**src/rtl/stfwd_pkg.sv**
```systemverilog
package stfwd_pkg;

  typedef enum logic [1:0] {
    LK_MISS  = 2'd0,
    LK_HIT   = 2'd1,
    LK_STALL = 2'd2
  } lk_kind_e;

  // a is older than b when the top bit of (a-b) within w bits is set
  function automatic logic seq_before(input logic [31:0] a,
                                      input logic [31:0] b,
                                      input int unsigned w);
    logic [31:0] diff;
    diff = (a - b) << (32 - w);
    return diff[31];
  endfunction

endpackage

```
**src/rtl/stfwd_ptrs.sv**
```systemverilog
module stfwd_ptrs #(
  parameter int DEPTH = 8,
  parameter int PW    = 3
) (
  input  logic             clk,
  input  logic             rst_n,
  input  logic             alloc_req,
  input  logic             retire_req,
  input  logic             flush_req,
  input  logic [PW:0]      keep_cnt,
  output logic [PW:0]      head_q,
  output logic [PW:0]      tail_q,
  output logic [PW:0]      count,
  output logic             full,
  output logic             empty,
  output logic [DEPTH-1:0] live,
  output logic             alloc_fire,
  output logic             retire_fire
);

  localparam logic [PW:0] ONE = (PW+1)'(1);

  assign count       = tail_q - head_q;
  assign full        = (head_q[PW] != tail_q[PW]) && (head_q[PW-1:0] == tail_q[PW-1:0]);
  assign empty       = (head_q == tail_q);
  assign alloc_fire  = alloc_req && !full && !flush_req;
  assign retire_fire = retire_req && !empty && !flush_req;

  always_ff @(posedge clk) begin
    if (!rst_n) begin
      head_q <= '0;
      tail_q <= '0;
    end else if (flush_req) begin
      tail_q <= head_q + keep_cnt;
    end else begin
      if (alloc_fire)  tail_q <= tail_q + ONE;
      if (retire_fire) head_q <= head_q + ONE;
    end
  end

  for (genvar i = 0; i < DEPTH; i++) begin : g_live
    logic [PW-1:0] rel;
    assign rel     = PW'(i) - head_q[PW-1:0];
    assign live[i] = ({1'b0, rel} < count);
  end

  AST_NO_OVERFLOW: assert property (@(posedge clk) disable iff (!rst_n)
    count <= (PW+1)'(DEPTH));
  AST_FULL_HOLDS_TAIL: assert property (@(posedge clk) disable iff (!rst_n)
    (full && !flush_req) |=> (tail_q == $past(tail_q)));
  AST_RETIRE_ADVANCE: assert property (@(posedge clk) disable iff (!rst_n)
    retire_fire |=> (head_q == $past(head_q) + ONE));
  AST_FLUSH_SHRINK: assert property (@(posedge clk) disable iff (!rst_n)
    flush_req |=> (count <= $past(count)));

endmodule

```
**src/rtl/stfwd_entries.sv**
```systemverilog
module stfwd_entries #(
  parameter int DEPTH  = 8,
  parameter int PW     = 3,
  parameter int ADDR_W = 16,
  parameter int DATA_W = 32,
  parameter int SEQ_W  = 8
) (
  input  logic              clk,
  input  logic              rst_n,
  input  logic              alloc_fire,
  input  logic [PW-1:0]     alloc_slot,
  input  logic [SEQ_W-1:0]  alloc_seq,
  input  logic              sta_valid,
  input  logic [PW-1:0]     sta_idx,
  input  logic [ADDR_W-1:0] sta_addr,
  input  logic              std_valid,
  input  logic [PW-1:0]     std_idx,
  input  logic [DATA_W-1:0] std_data,
  input  logic [DEPTH-1:0]  live,
  output logic [SEQ_W-1:0]  e_seq  [DEPTH],
  output logic [ADDR_W-1:0] e_addr [DEPTH],
  output logic [DATA_W-1:0] e_data [DEPTH],
  output logic [DEPTH-1:0]  e_av,
  output logic [DEPTH-1:0]  e_dv
);

  logic [DEPTH-1:0] sta_hit, std_hit, new_hit;

  for (genvar i = 0; i < DEPTH; i++) begin : g_dec
    assign sta_hit[i] = sta_valid && (sta_idx == PW'(i)) && live[i];
    assign std_hit[i] = std_valid && (std_idx == PW'(i)) && live[i];
    assign new_hit[i] = alloc_fire && (alloc_slot == PW'(i));
  end

  always_ff @(posedge clk) begin
    if (!rst_n) begin
      e_av <= '0;
      e_dv <= '0;
      for (int i = 0; i < DEPTH; i++) begin
        e_seq[i]  <= '0;
        e_addr[i] <= '0;
        e_data[i] <= '0;
      end
    end else begin
      for (int i = 0; i < DEPTH; i++) begin
        if (new_hit[i]) begin
          e_seq[i] <= alloc_seq;
          e_av[i]  <= 1'b0;
          e_dv[i]  <= 1'b0;
        end else begin
          if (sta_hit[i]) begin
            e_addr[i] <= sta_addr;
            e_av[i]   <= 1'b1;
          end
          if (std_hit[i]) begin
            e_data[i] <= std_data;
            e_dv[i]   <= 1'b1;
          end
        end
      end
    end
  end

  AST_ALLOC_CLEAN: assert property (@(posedge clk) disable iff (!rst_n)
    alloc_fire |=> (!e_av[$past(alloc_slot)] && !e_dv[$past(alloc_slot)]));

endmodule

```
**src/rtl/stfwd_search.sv**
```systemverilog
module stfwd_search #(
  parameter int DEPTH  = 8,
  parameter int PW     = 3,
  parameter int ADDR_W = 16,
  parameter int DATA_W = 32,
  parameter int SEQ_W  = 8
) (
  input  logic [PW-1:0]     head_idx,
  input  logic [DEPTH-1:0]  live,
  input  logic [SEQ_W-1:0]  e_seq  [DEPTH],
  input  logic [ADDR_W-1:0] e_addr [DEPTH],
  input  logic [DATA_W-1:0] e_data [DEPTH],
  input  logic [DEPTH-1:0]  e_av,
  input  logic [DEPTH-1:0]  e_dv,
  input  logic [ADDR_W-1:0] ld_addr,
  input  logic [SEQ_W-1:0]  ld_seq,
  output stfwd_pkg::lk_kind_e kind,
  output logic [PW-1:0]     sel_idx,
  output logic [DATA_W-1:0] sel_data
);
  import stfwd_pkg::*;

  logic [DEPTH-1:0] cand;

  for (genvar i = 0; i < DEPTH; i++) begin : g_cand
    assign cand[i] = live[i] && e_av[i] && (e_addr[i] == ld_addr) &&
                     seq_before(32'(e_seq[i]), 32'(ld_seq), SEQ_W);
  end

  // walk from oldest to youngest; the last match is the nearest older store
  always_comb begin
    logic          found;
    logic [PW-1:0] idx;
    found   = 1'b0;
    sel_idx = '0;
    for (int k = 0; k < DEPTH; k++) begin
      idx = head_idx + PW'(k);
      if (cand[idx]) begin
        found   = 1'b1;
        sel_idx = idx;
      end
    end
    if (!found)              kind = LK_MISS;
    else if (e_dv[sel_idx])  kind = LK_HIT;
    else                     kind = LK_STALL;
    sel_data = e_data[sel_idx];
  end

endmodule

```
**src/rtl/stfwd_queue.sv**
```systemverilog
module stfwd_queue #(
  parameter int DEPTH  = 8,
  parameter int ADDR_W = 16,
  parameter int DATA_W = 32,
  parameter int SEQ_W  = 8,
  localparam int PW    = $clog2(DEPTH)
) (
  input  logic              clk,
  input  logic              rst_n,
  input  logic              alloc_valid,
  input  logic [SEQ_W-1:0]  alloc_seq,
  output logic              alloc_ready,
  output logic [PW-1:0]     alloc_idx,
  input  logic              sta_valid,
  input  logic [PW-1:0]     sta_idx,
  input  logic [ADDR_W-1:0] sta_addr,
  input  logic              std_valid,
  input  logic [PW-1:0]     std_idx,
  input  logic [DATA_W-1:0] std_data,
  input  logic [ADDR_W-1:0] ld_addr,
  input  logic [SEQ_W-1:0]  ld_seq,
  output logic              ld_hit,
  output logic              ld_stall,
  output logic [DATA_W-1:0] ld_data,
  input  logic              retire_valid,
  output logic              wr_valid,
  output logic [ADDR_W-1:0] wr_addr,
  output logic [DATA_W-1:0] wr_data,
  input  logic              flush_valid,
  input  logic [SEQ_W-1:0]  flush_seq
);
  import stfwd_pkg::*;

  logic [PW:0]       head_q, tail_q, count, keep_cnt;
  logic              full, empty, alloc_fire, retire_fire, head_ready;
  logic [DEPTH-1:0]  live, e_av, e_dv;
  logic [SEQ_W-1:0]  e_seq  [DEPTH];
  logic [ADDR_W-1:0] e_addr [DEPTH];
  logic [DATA_W-1:0] e_data [DEPTH];
  lk_kind_e          kind;
  logic [PW-1:0]     sel_idx;
  logic [DATA_W-1:0] sel_data;
  logic [PW-1:0]     head_idx;

  assign head_idx   = head_q[PW-1:0];
  assign head_ready = e_av[head_idx] && e_dv[head_idx];

  // stores at or older than the flush point survive
  always_comb begin
    keep_cnt = '0;
    for (int i = 0; i < DEPTH; i++) begin
      if (live[i] && !seq_before(32'(flush_seq), 32'(e_seq[i]), SEQ_W))
        keep_cnt = keep_cnt + (PW+1)'(1);
    end
  end

  stfwd_ptrs #(.DEPTH(DEPTH), .PW(PW)) u_ptrs (
    .clk        (clk),
    .rst_n      (rst_n),
    .alloc_req  (alloc_valid),
    .retire_req (retire_valid && head_ready),
    .flush_req  (flush_valid),
    .keep_cnt   (keep_cnt),
    .head_q     (head_q),
    .tail_q     (tail_q),
    .count      (count),
    .full       (full),
    .empty      (empty),
    .live       (live),
    .alloc_fire (alloc_fire),
    .retire_fire(retire_fire)
  );

  stfwd_entries #(.DEPTH(DEPTH), .PW(PW), .ADDR_W(ADDR_W), .DATA_W(DATA_W),
                  .SEQ_W(SEQ_W)) u_entries (
    .clk       (clk),
    .rst_n     (rst_n),
    .alloc_fire(alloc_fire),
    .alloc_slot(tail_q[PW-1:0]),
    .alloc_seq (alloc_seq),
    .sta_valid (sta_valid),
    .sta_idx   (sta_idx),
    .sta_addr  (sta_addr),
    .std_valid (std_valid),
    .std_idx   (std_idx),
    .std_data  (std_data),
    .live      (live),
    .e_seq     (e_seq),
    .e_addr    (e_addr),
    .e_data    (e_data),
    .e_av      (e_av),
    .e_dv      (e_dv)
  );

  stfwd_search #(.DEPTH(DEPTH), .PW(PW), .ADDR_W(ADDR_W), .DATA_W(DATA_W),
                 .SEQ_W(SEQ_W)) u_search (
    .head_idx(head_idx),
    .live    (live),
    .e_seq   (e_seq),
    .e_addr  (e_addr),
    .e_data  (e_data),
    .e_av    (e_av),
    .e_dv    (e_dv),
    .ld_addr (ld_addr),
    .ld_seq  (ld_seq),
    .kind    (kind),
    .sel_idx (sel_idx),
    .sel_data(sel_data)
  );

  assign alloc_ready = !full;
  assign alloc_idx   = tail_q[PW-1:0];
  assign ld_hit      = (kind == LK_HIT);
  assign ld_stall    = (kind == LK_STALL);
  assign ld_data     = ld_hit ? sel_data : '0;
  assign wr_valid    = retire_fire;
  assign wr_addr     = e_addr[head_idx];
  assign wr_data     = e_data[head_idx];

  AST_HIT_STALL_EXCL: assert property (@(posedge clk) disable iff (!rst_n)
    !(ld_hit && ld_stall));
  AST_EMPTY_NO_FWD: assert property (@(posedge clk) disable iff (!rst_n)
    empty |-> (!ld_hit && !ld_stall));
  AST_HIT_OLDER: assert property (@(posedge clk) disable iff (!rst_n)
    ld_hit |-> seq_before(32'(e_seq[sel_idx]), 32'(ld_seq), SEQ_W));
  AST_WR_LIVE: assert property (@(posedge clk) disable iff (!rst_n)
    wr_valid |-> (!empty && !flush_valid));

endmodule

```
**config.mk**
```make
export PLATFORM = sky130hd
export DESIGN_NAME = stfwd_queue
export DESIGN_NICKNAME = d
export VERILOG_FILES = /design/src/rtl/stfwd_pkg.sv /design/src/rtl/stfwd_ptrs.sv /design/src/rtl/stfwd_entries.sv /design/src/rtl/stfwd_search.sv /design/src/rtl/stfwd_queue.sv
export SDC_FILE = /design/constraint.sdc
export NUM_CORES = 2
export LEC_CHECK = 0
export ABC_CLOCK_PERIOD_IN_PS = 13000
export BUFFER_PORTS_ARGS = -buffer_cell sky130_fd_sc_hd__buf_2
export CORE_MARGIN = 2
export CORE_UTILIZATION = 40
export CTS_CLUSTER_SIZE = 10
export DETAILED_ROUTE_END_ITERATION = 10
export GPL_ROUTABILITY_DRIVEN = 0
export GPL_TIMING_DRIVEN = 1
export HOLD_SLACK_MARGIN = 0.06
export PLACE_DENSITY_LB_ADDON = 0.05
export SYNTH_ARGS = -nofsm -noshare
export SYNTH_HDL_FRONTEND = slang
export SYNTH_SLANG_ARGS = --single-unit
```
**constraint.sdc**
```tcl
create_clock -name clk -period 13 [get_ports clk]
set_clock_uncertainty 0.15 [all_clocks]
set_input_delay 2.6 -clock clk [delete_from_list [all_inputs] [get_ports clk]]
set_output_delay 2.6 -clock clk [all_outputs]
set_load 0.02 [all_outputs]
```
Yosys cells after proc, flatten, opt, wreduce, memory -nomap -nowiden
Index checks and enable logic that the tools add are counted.
{"block": "op_classes", "eq_ne": 34, "n_reduce_logical": 119, "muxes": 60, "n_bitwise": 12, "n_addsub": 42, "magnitude_cmp": 19}
{"cell": "$bmux W32 S3", "n": 2}
{"cell": "$mux W32", "n": 5}
{"cell": "$eq A16 B16 Y1", "n": 8}
{"cell": "$sub A8 B8 Y8", "n": 16}
{"cell": "$logic_and A1 B1 Y1", "n": 79}
{"cell": "$bmux W16 S3", "n": 1}
{"cell": "$eq A3 B3 Y1 const B", "n": 12}
{"cell": "$lt A3 B4 Y1 const B", "n": 9}
{"cell": "$mux W4", "n": 9}
{"cell": "$reduce_and A2 Y1", "n": 17}
{"cell": "$bmux W1 S3", "n": 11}
{"cell": "$add A4 B1 Y4 const B", "n": 8}
{"cell": "$lt A3 B4 Y1", "n": 8}
{"cell": "$mux W16", "n": 2}
{"cell": "$mux W3", "n": 8}
{"cell": "$mux W1", "n": 20}
{"cell": "$eq A3 B2 Y1 const B", "n": 6}
{"cell": "$reduce_or A2 Y1", "n": 8}
{"cell": "$add A3 B3 Y3 const B", "n": 4}
{"cell": "$sub A3 B3 Y3 const A", "n": 4}
{"cell": "$logic_not A1 Y1", "n": 11}
{"cell": "$not A1 Y1", "n": 10}
{"cell": "$eq A3 B1 Y1 const B", "n": 3}
{"cell": "$logic_not A3 Y1", "n": 3}
{"cell": "other kinds (16)", "n": 22}
{"block": "totals", "wordCells": 328, "input_bits": 101, "reg_bits": 472}

Logic depth before layout (Yosys ltp)
{"block": "depth", "depth_word": 21, "mapped_depth": 41}

Hierarchy
A second synthesis with hierarchy kept.
{"block": "unflattened", "cells_unflattened": 3456, "hier_area_um2": 31126.1}
{"module": "stfwd_entries", "instances": 1, "area_each_um2": 17016.3, "seq_area_each_um2": 9288.9, "cells_each": 1689}
{"module": "stfwd_search", "instances": 1, "area_each_um2": 7743.7, "seq_area_each_um2": 0.0, "cells_each": 1126}
{"module": "stfwd_queue", "instances": 1, "area_each_um2": 5348.9, "seq_area_each_um2": 0.0, "cells_each": 519}
{"module": "stfwd_ptrs", "instances": 1, "area_each_um2": 1017.2, "seq_area_each_um2": 160.2, "cells_each": 122}

Worst setup path after synthesis
No wires, ideal clock.
{"block": "synth_path", "path_kind": "input -> output", "start": "input port ld_seq[4]", "end": "output port ld_data[10]", "arrival_time_ns": 6.918, "cell_stages": 17, "n_path_buf": 1, "slack_ns": 3.332, "t_required_ns": 10.250, "path_cell_list": "inv_1 -> ha_1 -> a211oi_1 -> nor2_1 -> a211oi_1 -> xnor2_1 -> nand3b_1 -> mux4_2 -> mux2_2 -> o221ai_1 -> mux2i_4 -> nand2_1 -> a31oi_1 -> a22oi_1 -> or4b_4 -> buf_8 -> a2111oi_4"}
{"block": "synth_between", "elab_chain_cells": 18, "elab_cells_between_ends": 58, "classes_between": "add/sub (8); eq/ne (1); mux (40); bitwise (1); reduce/logical (8)"}
{"element": "from (decl)", "line_no": "stfwd_queue.sv:21", "rtl": "input logic [SEQ_W-1:0] ld_seq,"}
{"element": "$sub A8 B8 Y8", "line_no": "stfwd_pkg.sv:14", "rtl": "diff = (a - b) << (32 - w);"}
{"element": "$logic_and A1 B1 Y1", "line_no": "stfwd_search.sv:26", "rtl": "assign cand[i] = live[i] && e_av[i] && (e_addr[i] == ld_addr) &&"}
{"element": "$bmux W1 S3", "line_no": "stfwd_search.sv:38", "rtl": "if (cand[idx]) begin"}
{"element": "$mux W1 (not written as such)", "line_no": "stfwd_search.sv:38"}
{"element": "$mux W3 (8 in a row)", "line_no": "stfwd_search.sv:38"}
{"element": "$bmux W1 S3", "line_no": "stfwd_search.sv:44", "rtl": "else if (e_dv[sel_idx]) kind = LK_HIT;"}
{"element": "$mux W1 (not written as such)", "line_no": "stfwd_search.sv:44"}
{"element": "$mux W2", "line_no": "stfwd_search.sv:44"}
{"element": "$mux W2", "line_no": "stfwd_search.sv:43", "rtl": "if (!found) kind = LK_MISS;"}
{"element": "$eq A2 B1 Y1", "line_no": "stfwd_queue.sv:113", "rtl": "assign ld_hit = (kind == LK_HIT);"}
{"element": "$mux W32 (*)", "line_no": "stfwd_queue.sv:115", "rtl": "assign ld_data = ld_hit ? sel_data : '0;"}
{"element": "to (decl)", "line_no": "stfwd_queue.sv:24", "rtl": "output logic [DATA_W-1:0] ld_data,"}
Mark *: on every way between the ends. The rest lies on a longest branch, timed or not. The select of a mux whose other input is x is not followed.

Worst setup path in the final report
{"block": "layout_path", "start": "input port ld_seq[4]", "end": "output port ld_data[24]"}
Same word-level chain as after synthesis.

==> summary.txt <==
Timing
  • Final TNS setup: 0 ps
  • Crit share post-route: about nine tenths
  • Post-route minimum period: roughly 12000 ps
  • Maximum frequency from static timing analysis: 0.08389 GHz
  • Worst-Margin Slew: roughly 1300 ps
  • Number of pins exceeding their max-slew limit in the final report: 0
  • Hold violation total from the final report: 0
  • Relative slew margins: 10.82%
  • Setup repair after global routing missed its margin: false
  • Hold Slack: 330.3 ps
  • Final number of setup-violating endpoints: 0

Critical path
  • Longest individual stage delay on the worst path: approximately 970 ps
  • Critical path start-end classification: input port to primary output
  • End of the worst register-to-register path: u_ptrs.tail_q[3]
  • FF-to-FF Start: u_ptrs.head_q[0]
  • Slowest stage cell, crit path: o221a_2
  • Worst setup path end: ld_data[24]
  • Kind of end point of the critical path: primary output
  • Arrival time reported for the critical path endpoint: approximately 9200 ps
  • Crit path launch type: input port
  • FF-to-FF path depth: 35
  • Required time of the critical path: 10250 ps
  • R2r setup slk: approximately 3600 ps
  • Cell-by-cell listing of the critical path: buf_2 -> inv_1 -> ha_1 -> a211oi_1 -> nor2_1 -> a211oi_1 -> xnor2_1 -> nor4b_1 -> nor4_2 -> mux2i_1 -> o32ai_1 -> o221a_2 -> and2_4 -> a211o_1 -> o41ai_1 -> or4b_4 -> buf_4 -> a2111oi_4 -> buf_2
  • Crit path max fanout: 36
  • Launch point of the worst path: ld_seq[4]

Logic synthesis
  • Number of flops mapped to enable cells by yosys: 0
  • Primary flip-flop cell chosen by synthesis mapping: dfxtp_1
  • Net count after synthesis: between 3k and 4k
  • Syn. warnings: 0
  • Cell area after technology mapping: 30960 um2
  • Share of synthesized registers carrying an async set or reset: 0%
  • Gate count of the mapped netlist: approximately 3.6k
  • Distinct cells, synth: 92
  • Synthesized area divided by synthesized cell count: a little under 9 um2
  • Sequential element share of the synthesized area: between 30% and 40%
  • Number of synthesized register bits: between 400 and 500

Cells and area
  • Multi-input gate area in the final layout: 19770 um2
  • Nets@finish: about 3.8k
  • FF+latch area: 9460 um2
  • Filler cell count in the final layout: about 7.7k
  • Fraction of final layout cells with drive strength greater than 1: about 14%
  • Area growth from synthesis to layout: 9.629%

Power
  • Switching share of power: between 30% and 40%
  • Internal cell power: roughly 2.7 mW
  • Register share of total power: 37.8%
  • Total power of the final layout: about 4 mW
  • Worst-case vdd ir drop: 111.1 uV
  • Net switching component of the power: approximately 1.3 mW
  • Static Leak: around 12 nW
  • Proportion of power drawn by combinational gates: 21.7%
  • Power per cell area: about 120 nW/um2
  • Clock network fraction of total power: about two fifths

Global route
  • Maximum number of pins on one net before global-route repair: approximately 290
  • Wire length of the first global-routing pass: 168700 um
  • Total gr overflow: 0
  • Met2 Track Usage GR: a little under half
  • Overall track demand over capacity in global routing: between 20 and 30%
  • Number of global-route vias before repair: 26.30k
  • Global Route met1 Usage: a little under two fifths
  • Most Crowded Layer GR: met2
  • Antenna violations before repair: 12
  • Global-route track usage on met3: 4.386%

Floorplanning
  • Die area: 79650 um2
  • Die Ht: 282.2 um
  • Top-Level Pins: 188
  • X dimension of the die: about 280 um
  • Initial Utilization: ~40%
  • Area inside the core boundary: just under 80000 um2
  • FP Rows: between 100 and 150

Placement
  • HPWL after detailed placement: 72120 um
  • Number of input and output port buffers inserted: 187

Clock tree
  • Number of hold-repair buffers added at the cts stage: 0
  • Sinks on the clock net: around 470
  • TritonCTS clock tree: done
  • Clock buffers created by TritonCTS: 59
  • Buffer count from post-CTS setup fixing: 0
  • Clock network latency to the later pin of the worst-skew pair: 660 ps
  • Worst-path clk slew: ~60 ps
  • H-tree level count: 2
  • Root buffer cell: clkbuf_16
  • Maximum root-to-sink buffer count: 3
  • Resized cells post-CTS: 0

Detailed routing
  • Initial DRC Count: about 2.3k
  • Residual DRC: 0
  • Number of iterations in the first detailed-routing pass: 6
  • Post-detailed-route via-to-cell ratio: 5.731
  • Post-detailed-route count of antenna-violating nets: 0
  • WL/cell: approximately 25 um
  • Detailed-route via count: 26.50k
  • Wire length reported by the detailed router: about 110000 um

Worst hold path
  • Kind of path behind the tightest hold check: flip-flop to flip-flop

Run
  • Total of max-cap violations: 0

Run status
  • Run status: completed
[worst max-delay path: cells and delay by family]
kind                     cells  cell delay (ps)
multiplexers                 1              200
buffers and inverters        4             1010
AND/OR/NAND/NOR              5             2110
adder cells (fa/ha/maj)      1              320
AO/OA/AOI/OAI                7             2520
XOR/XNOR                     1              370
[synthesized netlist by cell type, types with 25 or more instances]
master / n / area [um2]
a2111oi_4: 29 / 798.3
a211oi_1: 50 / 375.4
a21boi_0: 323 / 2425
a21oi_1: 47 / 235.2
a32o_1: 32 / 320.3
and2_1: 25 / 156.4
and3_1: 43 / 269.0
buf_1: 34 / 127.6
buf_4: 41 / 307.8
clkbuf_1: 173 / 649.4
dfxtp_1: 472 / 9449
ha_1: 126 / 1577
inv_1: 78 / 292.8
mux2i_1: 207 / 2072
mux4_2: 100 / 2252
nand2_1: 919 / 3450
nand3_1: 81 / 405.4
nor2_1: 78 / 292.8
nor2b_1: 143 / 894.6
nor4_1: 34 / 212.7
o21ai_0: 36 / 180.2
xnor2_1: 86 / 753.2
xor2_1: 87 / 762.0
[power groups by stage]
stage	clock network [mW]	logic, mW	registers, mW
floorplan	0	0.595	1.55
global placement	0	0.851	1.56
detailed placement	0	0.868	1.56
CTS	1.66	0.872	1.53
global route	1.71	0.949	1.53
finish	1.63	0.878	1.53
[stage by stage]
stage | setup WS (ps) | util, % | area [um2] | instances
floorplan | 3332 | - | 30960 | 3567
finish | 1079 | 44.04 | 33950 | 4624
detailed placement | 1228 | 41.60 | 32070 | 4525
CTS | 1209 | 44.03 | 33940 | 4623
global placement | 1361 | 41.60 | 32070 | 4525
global route | 727.1 | 44.03 | 33940 | 4623
[per-layer routing]
layer  share of wire, %  wire length, um
met4                2.7             3082
met1                 45            50660
met3                6.3             7155
met2                 46            52540
met5              0.090              102
[cells in the final DEF, fill, tap and decap left out, drive strengths merged, types with 43 or more instances in the layout]
cell | netlist | final
nand2 | 919 | 919
dfxtp | 472 | 472
a21boi | 323 | 323
buf | 107 | 221
mux2i | 208 | 208
nor2b | 143 | 143
ha | 126 | 126
mux4 | 100 | 100
xor2 | 90 | 90
xnor2 | 89 | 89
clkbuf | 183 | 88
nand3 | 82 | 82
inv | 78 | 80
nor2 | 78 | 78
a211oi | 50 | 50
a21oi | 47 | 47
and3 | 43 | 43
[area by class of cell]
type	count	area share [%]
Antenna cell	1	0.007372
Tap cell	1040	3.833
Clock buffer	88	5.142
Multi-Input combinational cell	2712	58.22
Inverter	80	0.8846
Clock inverter	10	0.3907
Timing Repair Buffer	221	3.649
Sequential cell	472	27.87
[registers in the layout, summed over array words and instances (netlist names)]
register	cells
u_entries.e_data	256
u_entries.e_seq	64
u_ptrs.head_q	4
u_ptrs.tail_q	4
u_entries.e_addr	128
u_entries.e_dv	8
u_entries.e_av	8
[worst min path at each step]
stage / startpoint / to / cells past startpoint
after global placement: u_entries.e_data[123] / u_entries.e_data[123] / 2
after global routing: u_entries.e_data[187] / u_entries.e_data[187] / 2
after CTS: u_entries.e_data[181] / u_entries.e_data[181] / 2
after detailed placement: u_entries.e_data[181] / u_entries.e_data[181] / 2
after floorplan: u_entries.e_dv[3] / u_entries.e_dv[3] / 2
final: u_entries.e_data[94] / u_entries.e_data[94] / 2
[cells by family after synthesis]
family,synth area share (%)
simple gates,21.69
compound gates,16.85
fa+ha+maj,5.257
buf+inv,5.827
xor+xnor,5.354
flops,30.52
mux,14.51
No activity file was read; power rests on OpenSTA's default activity.
